**config.mk**
```make
export PLATFORM = sky130hd
export DESIGN_NAME = bus_layer_arb
export DESIGN_NICKNAME = d
export VERILOG_FILES = /design/src/rtl/bus_layer_pkg.sv /design/src/rtl/wait_queue.sv /design/src/rtl/peer_table.sv /design/src/rtl/layer_ctrl.sv /design/src/rtl/bus_layer_arb.sv
export SDC_FILE = /design/constraint.sdc
export NUM_CORES = 1
export LEC_CHECK = 0
export CAP_MARGIN = 20
export CORE_MARGIN = 3
export CORE_UTILIZATION = 45
export CTS_CLUSTER_DIAMETER = 60
export DETAILED_ROUTE_END_ITERATION = 16
export DONT_BUFFER_PORTS = 1
export GPL_TIMING_DRIVEN = 0
export PLACE_DENSITY = 0.71
export SLEW_MARGIN = 0
export SYNTH_ARGS = -nofsm -noshare
export SYNTH_HDL_FRONTEND = slang
export SYNTH_HIERARCHICAL = 1
export SYNTH_SLANG_ARGS = --single-unit
```
**constraint.sdc**
```tcl
create_clock -name clk -period 5.9 [get_ports clk]
set_input_delay 0.295 -clock clk [delete_from_list [all_inputs] [get_ports clk]]
set_output_delay 0.295 -clock clk [all_outputs]
set_load 0.01 [all_outputs]
```
**src/rtl/bus_layer_pkg.sv**
```systemverilog
`timescale 1ns/1ps
package bus_layer_pkg;
  typedef enum logic [1:0] {
    LS_IDLE  = 2'd0,
    LS_BUSY  = 2'd1,
    LS_RETRY = 2'd2
  } lstate_t;
endpackage

```
**src/rtl/wait_queue.sv**
```systemverilog
`timescale 1ns/1ps
module wait_queue #(
  parameter int NUM_SRC = 4,
  localparam int SW = (NUM_SRC > 1) ? $clog2(NUM_SRC) : 1,
  localparam int CW = $clog2(NUM_SRC + 1)
) (
  input  logic               clk,
  input  logic               rst,
  input  logic               pop,
  input  logic [NUM_SRC-1:0] push_mask,
  output logic [CW-1:0]      count,
  output logic [CW-1:0]      nxt_count,
  output logic [SW-1:0]      nxt_head
);
  logic [SW-1:0]      q  [NUM_SRC];
  logic [SW-1:0]      nq [NUM_SRC];
  logic [NUM_SRC-1:0] member, nmember;
  logic [CW-1:0]      ncnt;

  always_comb begin
    nq      = q;
    ncnt    = count;
    nmember = member;
    if (pop && count != '0) begin
      nmember[q[0]] = 1'b0;
      for (int i = 0; i < NUM_SRC - 1; i++) nq[i] = q[i+1];
      ncnt = count - CW'(1);
    end
    for (int s = 0; s < NUM_SRC; s++) begin
      if (push_mask[s] && !nmember[s]) begin
        for (int j = 0; j < NUM_SRC; j++)
          if (CW'(j) == ncnt) nq[j] = SW'(s);
        ncnt       = ncnt + CW'(1);
        nmember[s] = 1'b1;
      end
    end
  end

  assign nxt_count = ncnt;
  assign nxt_head  = nq[0];

  always_ff @(posedge clk) begin
    if (rst) begin
      count  <= '0;
      member <= '0;
      for (int i = 0; i < NUM_SRC; i++) q[i] <= '0;
    end else begin
      count  <= ncnt;
      member <= nmember;
      for (int i = 0; i < NUM_SRC; i++) q[i] <= nq[i];
    end
  end
endmodule

```
**src/rtl/peer_table.sv**
```systemverilog
`timescale 1ns/1ps
module peer_table #(
  parameter int NUM_SRC = 4,
  parameter int NUM_DST = 4,
  localparam int SW = (NUM_SRC > 1) ? $clog2(NUM_SRC) : 1,
  localparam int DW = (NUM_DST > 1) ? $clog2(NUM_DST) : 1
) (
  input  logic               clk,
  input  logic               rst,
  input  logic               wr_en,
  input  logic [DW-1:0]      wr_dst,
  input  logic [SW-1:0]      wr_src,
  input  logic [NUM_DST-1:0] dretry,
  output logic [NUM_SRC-1:0] fwd_mask,
  output logic               fwd_any,
  output logic [SW-1:0]      fwd_src
);
  logic [NUM_DST-1:0] pv;
  logic [SW-1:0]      ps [NUM_DST];

  always_comb begin
    fwd_mask = '0;
    fwd_any  = 1'b0;
    fwd_src  = '0;
    for (int d = NUM_DST - 1; d >= 0; d--) begin
      if (dretry[d] && pv[d]) begin
        fwd_mask[ps[d]] = 1'b1;
        fwd_any         = 1'b1;
        fwd_src         = ps[d];
      end
    end
  end

  generate
    for (genvar d = 0; d < NUM_DST; d++) begin : g_ent
      always_ff @(posedge clk) begin
        if (rst) begin
          pv[d] <= 1'b0;
          ps[d] <= '0;
        end else if (wr_en && wr_dst == DW'(d)) begin
          pv[d] <= 1'b1;
          ps[d] <= wr_src;
        end else if (dretry[d]) begin
          pv[d] <= 1'b0;
        end
      end
    end
  endgenerate
endmodule

```
**src/rtl/layer_ctrl.sv**
```systemverilog
`timescale 1ns/1ps
module layer_ctrl
  import bus_layer_pkg::*;
#(
  parameter int NUM_SRC = 4,
  parameter int NUM_DST = 4,
  parameter int BUSY_W  = 4,
  parameter int OCC_W   = 16,
  localparam int SW = (NUM_SRC > 1) ? $clog2(NUM_SRC) : 1,
  localparam int DW = (NUM_DST > 1) ? $clog2(NUM_DST) : 1,
  localparam int CW = $clog2(NUM_SRC + 1)
) (
  input  logic                  clk,
  input  logic                  rst,
  input  logic [NUM_SRC-1:0]    req,
  input  logic [NUM_SRC*DW-1:0] req_dst,
  input  logic [NUM_DST-1:0]    dst_ready,
  input  logic [BUSY_W-1:0]     busy_len,
  input  logic [CW-1:0]         q_nxt_count,
  input  logic [SW-1:0]         q_nxt_head,
  input  logic [NUM_SRC-1:0]    fwd_mask,
  input  logic                  fwd_any,
  input  logic [SW-1:0]         fwd_src,
  output logic                  pop,
  output logic [NUM_SRC-1:0]    push_mask,
  output logic                  wr_en,
  output logic [DW-1:0]         wr_dst,
  output logic [SW-1:0]         wr_src,
  output lstate_t               state,
  output logic [NUM_SRC-1:0]    retry_o,
  output logic [NUM_SRC-1:0]    done_o,
  output logic [NUM_SRC-1:0]    refused_o,
  output logic [OCC_W-1:0]      busy_cycles
);
  lstate_t           nstate;
  logic [BUSY_W-1:0] cnt, ncnt, blen_eff;
  logic [SW-1:0]     rsrc, nrsrc, win;
  logic              rfromq, nrfromq, attempt, acc, call_head;
  logic [NUM_SRC-1:0] win_oh;

  assign blen_eff = (busy_len == '0) ? BUSY_W'(1) : busy_len;

  always_comb begin
    attempt = 1'b0;
    win     = '0;
    if (state == LS_IDLE) begin
      for (int i = NUM_SRC - 1; i >= 0; i--)
        if (req[i]) begin
          attempt = 1'b1;
          win     = SW'(i);
        end
    end else if (state == LS_RETRY && req[rsrc]) begin
      attempt = 1'b1;
      win     = rsrc;
    end
    win_oh = '0;
    if (attempt) win_oh[win] = 1'b1;
  end

  assign wr_dst    = req_dst[win*DW +: DW];
  assign acc       = dst_ready[wr_dst];
  assign wr_src    = win;
  assign wr_en     = attempt && !acc;
  assign pop       = attempt && state == LS_RETRY && rfromq;
  assign push_mask = req & ~win_oh;

  always_comb begin
    nstate    = state;
    ncnt      = cnt;
    nrsrc     = rsrc;
    nrfromq   = rfromq;
    call_head = 1'b0;
    case (state)
      LS_IDLE: begin
        if (attempt) begin
          nstate = LS_BUSY;
          ncnt   = blen_eff;
        end else if (fwd_any) begin
          nstate  = LS_RETRY;
          nrsrc   = fwd_src;
          nrfromq = 1'b0;
        end
      end
      LS_BUSY: begin
        if (cnt <= BUSY_W'(1)) begin
          if (q_nxt_count != '0) begin
            nstate    = LS_RETRY;
            nrsrc     = q_nxt_head;
            nrfromq   = 1'b1;
            call_head = 1'b1;
          end else begin
            nstate = LS_IDLE;
          end
        end else begin
          ncnt = cnt - BUSY_W'(1);
        end
      end
      default: begin
        nstate = LS_BUSY;
        ncnt   = blen_eff;
      end
    endcase
  end

  always_ff @(posedge clk) begin
    if (rst) begin
      state       <= LS_IDLE;
      cnt         <= '0;
      rsrc        <= '0;
      rfromq      <= 1'b0;
      retry_o     <= '0;
      done_o      <= '0;
      refused_o   <= '0;
      busy_cycles <= '0;
    end else begin
      state     <= nstate;
      cnt       <= ncnt;
      rsrc      <= nrsrc;
      rfromq    <= nrfromq;
      retry_o   <= fwd_mask | (call_head ? (NUM_SRC'(1) << q_nxt_head) : '0);
      done_o    <= acc ? win_oh : '0;
      refused_o <= acc ? '0 : win_oh;
      if (state == LS_BUSY) busy_cycles <= busy_cycles + OCC_W'(1);
    end
  end
endmodule

```
**src/rtl/bus_layer_arb.sv**
```systemverilog
`timescale 1ns/1ps
module bus_layer_arb #(
  parameter int NUM_SRC = 4,
  parameter int NUM_DST = 4,
  parameter int BUSY_W  = 4,
  parameter int OCC_W   = 16,
  localparam int SW = (NUM_SRC > 1) ? $clog2(NUM_SRC) : 1,
  localparam int DW = (NUM_DST > 1) ? $clog2(NUM_DST) : 1,
  localparam int CW = $clog2(NUM_SRC + 1)
) (
  input  logic                  clk,
  input  logic                  rst,
  input  logic [NUM_SRC-1:0]    src_req,
  input  logic [NUM_SRC*DW-1:0] src_dst,
  input  logic [NUM_DST-1:0]    dst_ready,
  input  logic [NUM_DST-1:0]    dst_retry,
  input  logic [BUSY_W-1:0]     busy_len,
  output logic [NUM_SRC-1:0]    src_retry,
  output logic [NUM_SRC-1:0]    src_done,
  output logic [NUM_SRC-1:0]    src_refused,
  output logic [1:0]            layer_state,
  output logic                  layer_idle,
  output logic [OCC_W-1:0]      busy_cycles
);
  import bus_layer_pkg::*;

  logic               pop, wr_en, fwd_any;
  logic [NUM_SRC-1:0] push_mask, fwd_mask;
  logic [CW-1:0]      q_count, q_nxt_count;
  logic [SW-1:0]      q_nxt_head, wr_src, fwd_src;
  logic [DW-1:0]      wr_dst;
  lstate_t            st;

  wait_queue #(.NUM_SRC(NUM_SRC)) u_queue (
    .clk(clk), .rst(rst), .pop(pop), .push_mask(push_mask),
    .count(q_count), .nxt_count(q_nxt_count), .nxt_head(q_nxt_head)
  );

  peer_table #(.NUM_SRC(NUM_SRC), .NUM_DST(NUM_DST)) u_peer (
    .clk(clk), .rst(rst), .wr_en(wr_en), .wr_dst(wr_dst), .wr_src(wr_src),
    .dretry(dst_retry), .fwd_mask(fwd_mask), .fwd_any(fwd_any), .fwd_src(fwd_src)
  );

  layer_ctrl #(.NUM_SRC(NUM_SRC), .NUM_DST(NUM_DST), .BUSY_W(BUSY_W), .OCC_W(OCC_W)) u_ctrl (
    .clk(clk), .rst(rst), .req(src_req), .req_dst(src_dst), .dst_ready(dst_ready),
    .busy_len(busy_len), .q_nxt_count(q_nxt_count), .q_nxt_head(q_nxt_head),
    .fwd_mask(fwd_mask), .fwd_any(fwd_any), .fwd_src(fwd_src),
    .pop(pop), .push_mask(push_mask), .wr_en(wr_en), .wr_dst(wr_dst), .wr_src(wr_src),
    .state(st), .retry_o(src_retry), .done_o(src_done), .refused_o(src_refused),
    .busy_cycles(busy_cycles)
  );

  assign layer_state = st;
  assign layer_idle  = (st == LS_IDLE) && (q_count == '0);
endmodule

```
==> Yosys cells after proc, flatten, opt, wreduce, memory -nomap -nowiden <==
Memory sizes are Yosys's and may differ from the RTL's.
Index checks and enable logic that the tools add are counted.
{ "op_classes": {"shift": 2, "reduce_logical": 49, "n_addsub": 7, "mux": 121, "n_lt_le_gt_ge": 15, "bitwise_logic": 13, "n_eq_ne": 24} }
{ "op_table": {"columns": ["op", "count"], "rows": [
  ["2-bit two-way mux", 38],
  ["1-bit two-way mux", 51],
  ["4-bit two-way mux", 10],
  ["8-bit two-way mux", 4],
  ["2-bit by 3-bit == test with 1-bit output, first input constant", 8],
  ["1-bit logical AND", 24],
  ["2-bit by 3-bit less-than comparator with 1-bit output, second input constant", 8],
  ["16-bit by 1-bit adder with 16-bit output, second input constant", 1],
  ["4-bit OR", 4],
  ["3-bit logical NOT", 5],
  ["3-bit two-way mux", 5],
  ["3-bit by 1-bit adder with 3-bit output, second input constant", 4],
  ["1-bit demux with 2-bit select", 6],
  ["1-bit by 3-bit == test with 1-bit output, first input constant", 4],
  ["2-bit by 1-bit greater-or-equal comparator with 1-bit output, second input constant", 6],
  ["2-bit nonzero test", 5],
  ["4-bit bitwise AND", 2],
  ["4-bit NOT", 2],
  ["2-bit one-hot mux with 2 select lines", 2],
  ["4-bit one-hot mux with 2 select lines", 1],
  ["8-bit by 4-bit variable part select with 2-bit output", 1],
  ["2-bit == test, second input constant", 3],
  ["6-bit two-way mux", 1],
  ["2-bit by 1-bit inequality test with 1-bit output, second input constant", 3],
  ["18 further kinds", 33]
]} }
{ "word_totals": {"output_inout_bits": 31, "regBits": 56, "ramBits": 8, "memories": 1, "in_bits": 26} }
{ "mem_list": {"columns": ["name", "depth", "width", "read_ports", "rd_clocked_by_memory_dff", "wr", "line_no", "text"], "rows": [
  ["u_peer.ps", 4, 2, 4, 0, 4, "peer_table.sv:19", "logic [SW-1:0] ps [NUM_DST];"]
]} }

==> Longest topological paths before layout <==
{ "logic_depth": {"word_depth": 26, "ltp_mapped": 25, "ltp_nobuf": 23} }

==> Hierarchy <==
Netlist, hierarchy kept.
{ "by_module_without_submodules": {"columns": ["module", "area_per_inst_um2", "seq_area_each_um2", "cells_each", "instances"], "rows": [
  ["layer_ctrl", 1730.4, 740.7, 195, 1],
  ["wait_queue", 1497.7, 300.3, 182, 1],
  ["peer_table", 714.4, 320.3, 82, 1],
  ["bus_layer_arb", 11.3, 0.0, 2, 1]
]} }

==> Worst setup path after synthesis <==
Ideal clock, no wire load.
{ "synth_path": {"kind": "flip-flop to flip-flop", "startpoint": "register u_ctrl.rsrc[0]", "endpoint": "register u_ctrl.rsrc[0]", "synth_period_minus_slack_ns": 4.716, "path_stages_with_launch": 24, "setup_slack_ns": 1.184, "required_time_ns": 5.772, "setup_ns": 0.128, "arrival_time_ns": 4.588, "path_buffers": 1, "path_cell_list": "dfxtp_1 -> mux4_2 -> and3_1 -> nor2b_1 -> buf_6 -> xnor2_4 -> inv_2 -> ha_1 -> ha_1 -> nand2_1 -> a21oi_1 -> a21o_1 -> ha_1 -> nor2_1 -> nor2_2 -> ha_1 -> nand2_1 -> o31ai_1 -> ha_1 -> mux2i_1 -> o31a_1 -> a21o_1 -> mux2i_1 -> nor2_1"} }
{ "synth_between": {"word_cells_on_any_way": 56, "classes_between": "add/sub: 4; order compare: 2; eq/ne: 2; mux: 27; bitwise: 2; reduce/logical: 19"} }
{ "synth_lines": {"columns": ["item", "line_no", "text"], "rows": [
  ["start: declaration", "layer_ctrl.sv:37", "logic [SW-1:0] rsrc, nrsrc, win;"],
  ["start signal: assignment", "layer_ctrl.sv:118", "rsrc <= nrsrc;"],
  ["1-bit binary-select mux with 2-bit select (*)", "layer_ctrl.sv:52", "end else if (state == LS_RETRY && req[rsrc]) begin"],
  ["1-bit two-way mux (implied by the code) (*)", "layer_ctrl.sv:52", null],
  ["1-bit logical AND (*)", "layer_ctrl.sv:52", null],
  ["1-bit two-way mux (*)", "layer_ctrl.sv:52", null],
  ["1-bit two-way mux (*)", "layer_ctrl.sv:46", "if (state == LS_IDLE) begin"],
  ["1-bit logical AND (*) (2 in series)", "layer_ctrl.sv:64", "assign pop = attempt && state == LS_RETRY && rfromq;"],
  ["named net pop", "bus_layer_arb.sv:27", "logic pop, wr_en, fwd_any;"],
  ["1-bit logical AND (*)", "wait_queue.sv:24", "if (pop && count != '0) begin"],
  ["branches (longest 9 deep; another with 3-bit by 1-bit adder with 3-bit output)", null, null],
  ["3-bit two-way mux (*)", "wait_queue.sv:30", "if (push_mask[s] && !nmember[s]) begin"],
  ["named net q_nxt_count[2]", "bus_layer_arb.sv:29", "logic [CW-1:0] q_count, q_nxt_count;"],
  ["3-bit nonzero test (*)", "layer_ctrl.sv:86", "if (q_nxt_count != '0) begin"],
  ["2-bit by 1-bit inequality test with 1-bit output (no source line) (*)", null, null],
  ["5-bit AND reduction (no source line) (*)", null, null]
]} }
Mark *: on every way through the listed nets, which the timed path passes. The select of a mux whose other input is x is not followed.
A chain may end at the register's enable or synchronous reset.

==> results_dict.tcl <==
set metrics [dict create \
    synth_cells 461 \
    crit_chain "nor2b_1 > nand2_1 > o32a_1 > inv_2 > or4_1 > o21a_1 > a21bo_1 > buf_2 > mux2i_1 > and2_2 > ha_1 > nor2_1 > nor2_2 > ha_1 > nand2_1 > nor2_1 > a31oi_4 > o31ai_1 > buf_4 > inv_1 > o21ai_0 > mux2i_1 > nor2_1" \
    p_leak_nw 1.68 \
    num_vias 3471 \
    die-area_um2 9950 \
    hp-class "in2reg" \
    end_kind "flip-flop" \
    drtPass1Iterations 5 \
    p_sw_uw 727 \
    grt_use_total 0.199 \
    critical-path-max-stage-delay_ns 0.56 \
    hold_buffers 0 \
    worst_pin_slew_ns 0.818 \
    grt_pass1_wl_um 16000 \
    grt_max_degree 17 \
    grt_pass1_vias 3285 \
    switching_share 0.403 \
    yosysUniqueCellTypes 80 \
    grt_antenna_before_repair 0 \
    cts_tree "done" \
    ys_ff_latch 64 \
    vdd_drop_max_uv 179 \
    syn2layout_area_growth_pct 9.02 \
    cp-start-kind "flip-flop" \
    drt_wl_total_um 9710 \
    synth_xor_area_frac 0.0551 \
    crit_path_frequent_cell "nor2_1" \
    synth_compound_area_frac 0.180 \
    reg2reg_setup_slack_ns 0.45 \
    place_congestion 0.956 \
    pwr-share-clk 0.214 \
    final_layout_size_suffix_gt1_frac 0.125 \
    rows 33 \
    cts_root_buffer "clkbuf_8" \
    status "finished clean" \
    crit_fanout 9 \
    layout_commonest_cell "nor2_1" \
    drt-initial-drc-count 207 \
    synth-simple-area-share 0.272 \
    rsz0062_at_grt "false" \
    drc 0 \
    slew_headroom 0.451 \
    antenna_left 0 \
    min_period_over_period 0.924 \
    io_pins 57 \
    yosysSeqAreaShare 0.344 \
    ys.flop_type "dfxtp_1" \
    initial_utilization 0.472 \
    synth_area_um2 3950 \
    syn_area_per_cell_um2 8.58 \
    cts_inserted_buffers 9 \
    drv_slew 0 \
    cp_data_arrival_time_ns 5.72 \
    h-tree-depth 3 \
    fillers 770 \
    clockBufferDepth 2 \
    vias_per_cell 5.94 \
    internal_power_mw 1.08 \
    clk_latency_ns 0.34 \
    synth-async-reset-ratio 0 \
    die_h_um 99.7 \
    synth_top_family_by_area "simple AND/OR/NAND/NOR gates" \
    wire_per_inst_um 16.6 \
    final_nets 516 \
    die-width_um 99.7 \
    mostFrequentLayoutCells "nor2_1, dfxtp_1, nand2_1" \
    clkTransAtPathRegs_ns 0.07 \
    antenna_cells 0 \
    fin_crit_ns 5.45 \
    synth_edf_count 8 \
    core_um2 8380 \
    multiInputGateArea_um2 2430 \
    hold_violations 0 \
    fmax_mhz 183 \
    comb_power_share 0.456 \
    yosysWarningCount 6 \
    synthesis.nets 503 \
    clock-sinks 64 \
    path_class "reg2reg" \
    hpwl_um 7380 \
    post-route-util 0.514 \
    crit_buf_inv 4 \
    grt_overflow_total 0 \
    io_buffers 0 \
    crit_slowest_cell "or4_1" \
    tns_ns 0 \
    synthMuxAreaShare 0.0563 \
    maxCapViolations 0 \
    crit_family "simple AND/OR/NAND/NOR gates" \
    fin_skew_ns 0.0147 \
    powerDensity_nw_per_um2 418 \
    seq_area_um2 1360 \
    required_ns 6.17 \
    synth_fa_ha_area_frac 0.0506 \
    power_frac_seq 0.331 \
    setup_viol 0 \
]
-- cells in the mapped netlist, types with 5 or more instances --
| library cell | n | area [um^2] |
|---|---|---|
| o21ai_0 | 13 | 65.1 |
| ha_1 | 16 | 200 |
| a21oi_1 | 22 | 110 |
| xnor2_1 | 7 | 61.3 |
| xor2_1 | 12 | 105 |
| and3_1 | 6 | 37.5 |
| nor2_1 | 58 | 218 |
| nand4_1 | 6 | 37.5 |
| a31oi_1 | 7 | 43.8 |
| edfxtp_1 | 8 | 240 |
| nand2b_1 | 15 | 93.8 |
| dfxtp_1 | 56 | 1120 |
| nor2b_1 | 10 | 62.6 |
| buf_2 | 5 | 25.0 |
| nor3_1 | 15 | 75.1 |
| inv_1 | 16 | 60.1 |
| mux2i_1 | 14 | 140 |
| clkbuf_1 | 9 | 33.8 |
| nand3_1 | 19 | 95.1 |
| nand2_1 | 44 | 165 |
-- stage by stage --
| step | setup slack [ns] | hold slack (ns) | cell area, um^2 | power, mW | instances |
|---|---|---|---|---|---|
| after global placement | 0.478 | 0.367 | 4090 | 1.36 | 566 |
| after CTS | 0.308 | 0.00405 | 4290 | 1.78 | 582 |
| after global routing | 0.0445 | 0.0000278 | 4310 | 1.93 | 584 |
| after detailed placement | 0.357 | 0.368 | 4090 | 1.39 | 566 |
| final | 0.449 | 0.0181 | 4310 | 1.80 | 584 |
| after floorplan | 1.18 | 0.364 | 3950 | 1.21 | 461 |
-- routing by layer --
metal / vias up / track usage / wire (um)
li1: 1692 / - / -
met1: 1641 / 0.244 / 4170
met2: 117 / 0.338 / 4830
met3: 21 / 0.0491 / 529
met4: 0 / 0.0693 / 186
met5: - / 0 / 0
-- timing repair --
item,CTS,global route
endpoints found under the setup margin,0,2
gates resized for setup,0,1
buffers inserted,0,2
-- cell families after synthesis --
logic type / after synthesis
mux: 19
buf+inv: 37
fa+ha+maj: 16
xor+xnor: 21
simple gates: 208
flops: 64
compound gates: 96
-- final timing paths --
check                          startpoint                            to  cells past startpoint
max          u_ctrl/state[0]$_SDFFE_PP0P_   u_ctrl/rsrc[1]$_SDFFE_PP0P_                     23
min                                   rst     u_peer/pv[0]$_SDFFE_PP0P_                      1
max reg2reg  u_ctrl/state[0]$_SDFFE_PP0P_   u_ctrl/rsrc[1]$_SDFFE_PP0P_                     23
min reg2reg  u_queue/member[3]$_SDFF_PP0_  u_queue/member[3]$_SDFF_PP0_                      2
-- power groups by stage --
stage          clock, mW  combinational (mW)  sequential [mW]
2_1_floorplan          0               0.628            0.580
3_3_place_gp           0               0.756            0.599
3_5_place_dp           0               0.786            0.605
4_1_cts            0.394               0.791            0.595
5_1_grt            0.415               0.913            0.605
6_report           0.385               0.821            0.596
-- cell type report --
class,instances,area share
Timing Repair Buffer,2,0.00348
Clock inverter,5,0.0128
Multi-Input combinational cell,360,0.563
Inverter,19,0.0165
Buffer,18,0.0224
Tap cell,105,0.0305
Clock buffer,11,0.0351
Sequential cell,64,0.316
-- registers in the layout (all words and copies together), names as in the netlist --
| name | cells |
|---|---|
| u_ctrl/cnt | 4 |
| u_ctrl/refused_o | 4 |
| u_ctrl/state | 2 |
| u_ctrl/done_o | 4 |
| u_queue/q | 8 |
| u_ctrl/rfromq | 1 |
| u_queue/member | 4 |
| u_ctrl/rsrc | 2 |
| u_ctrl/retry_o | 4 |
| u_peer/ps | 8 |
| u_peer/pv | 4 |
| u_queue/count | 3 |
| u_ctrl/busy_cycles | 16 |
Note: power is estimated with default switching activity, not from simulation.
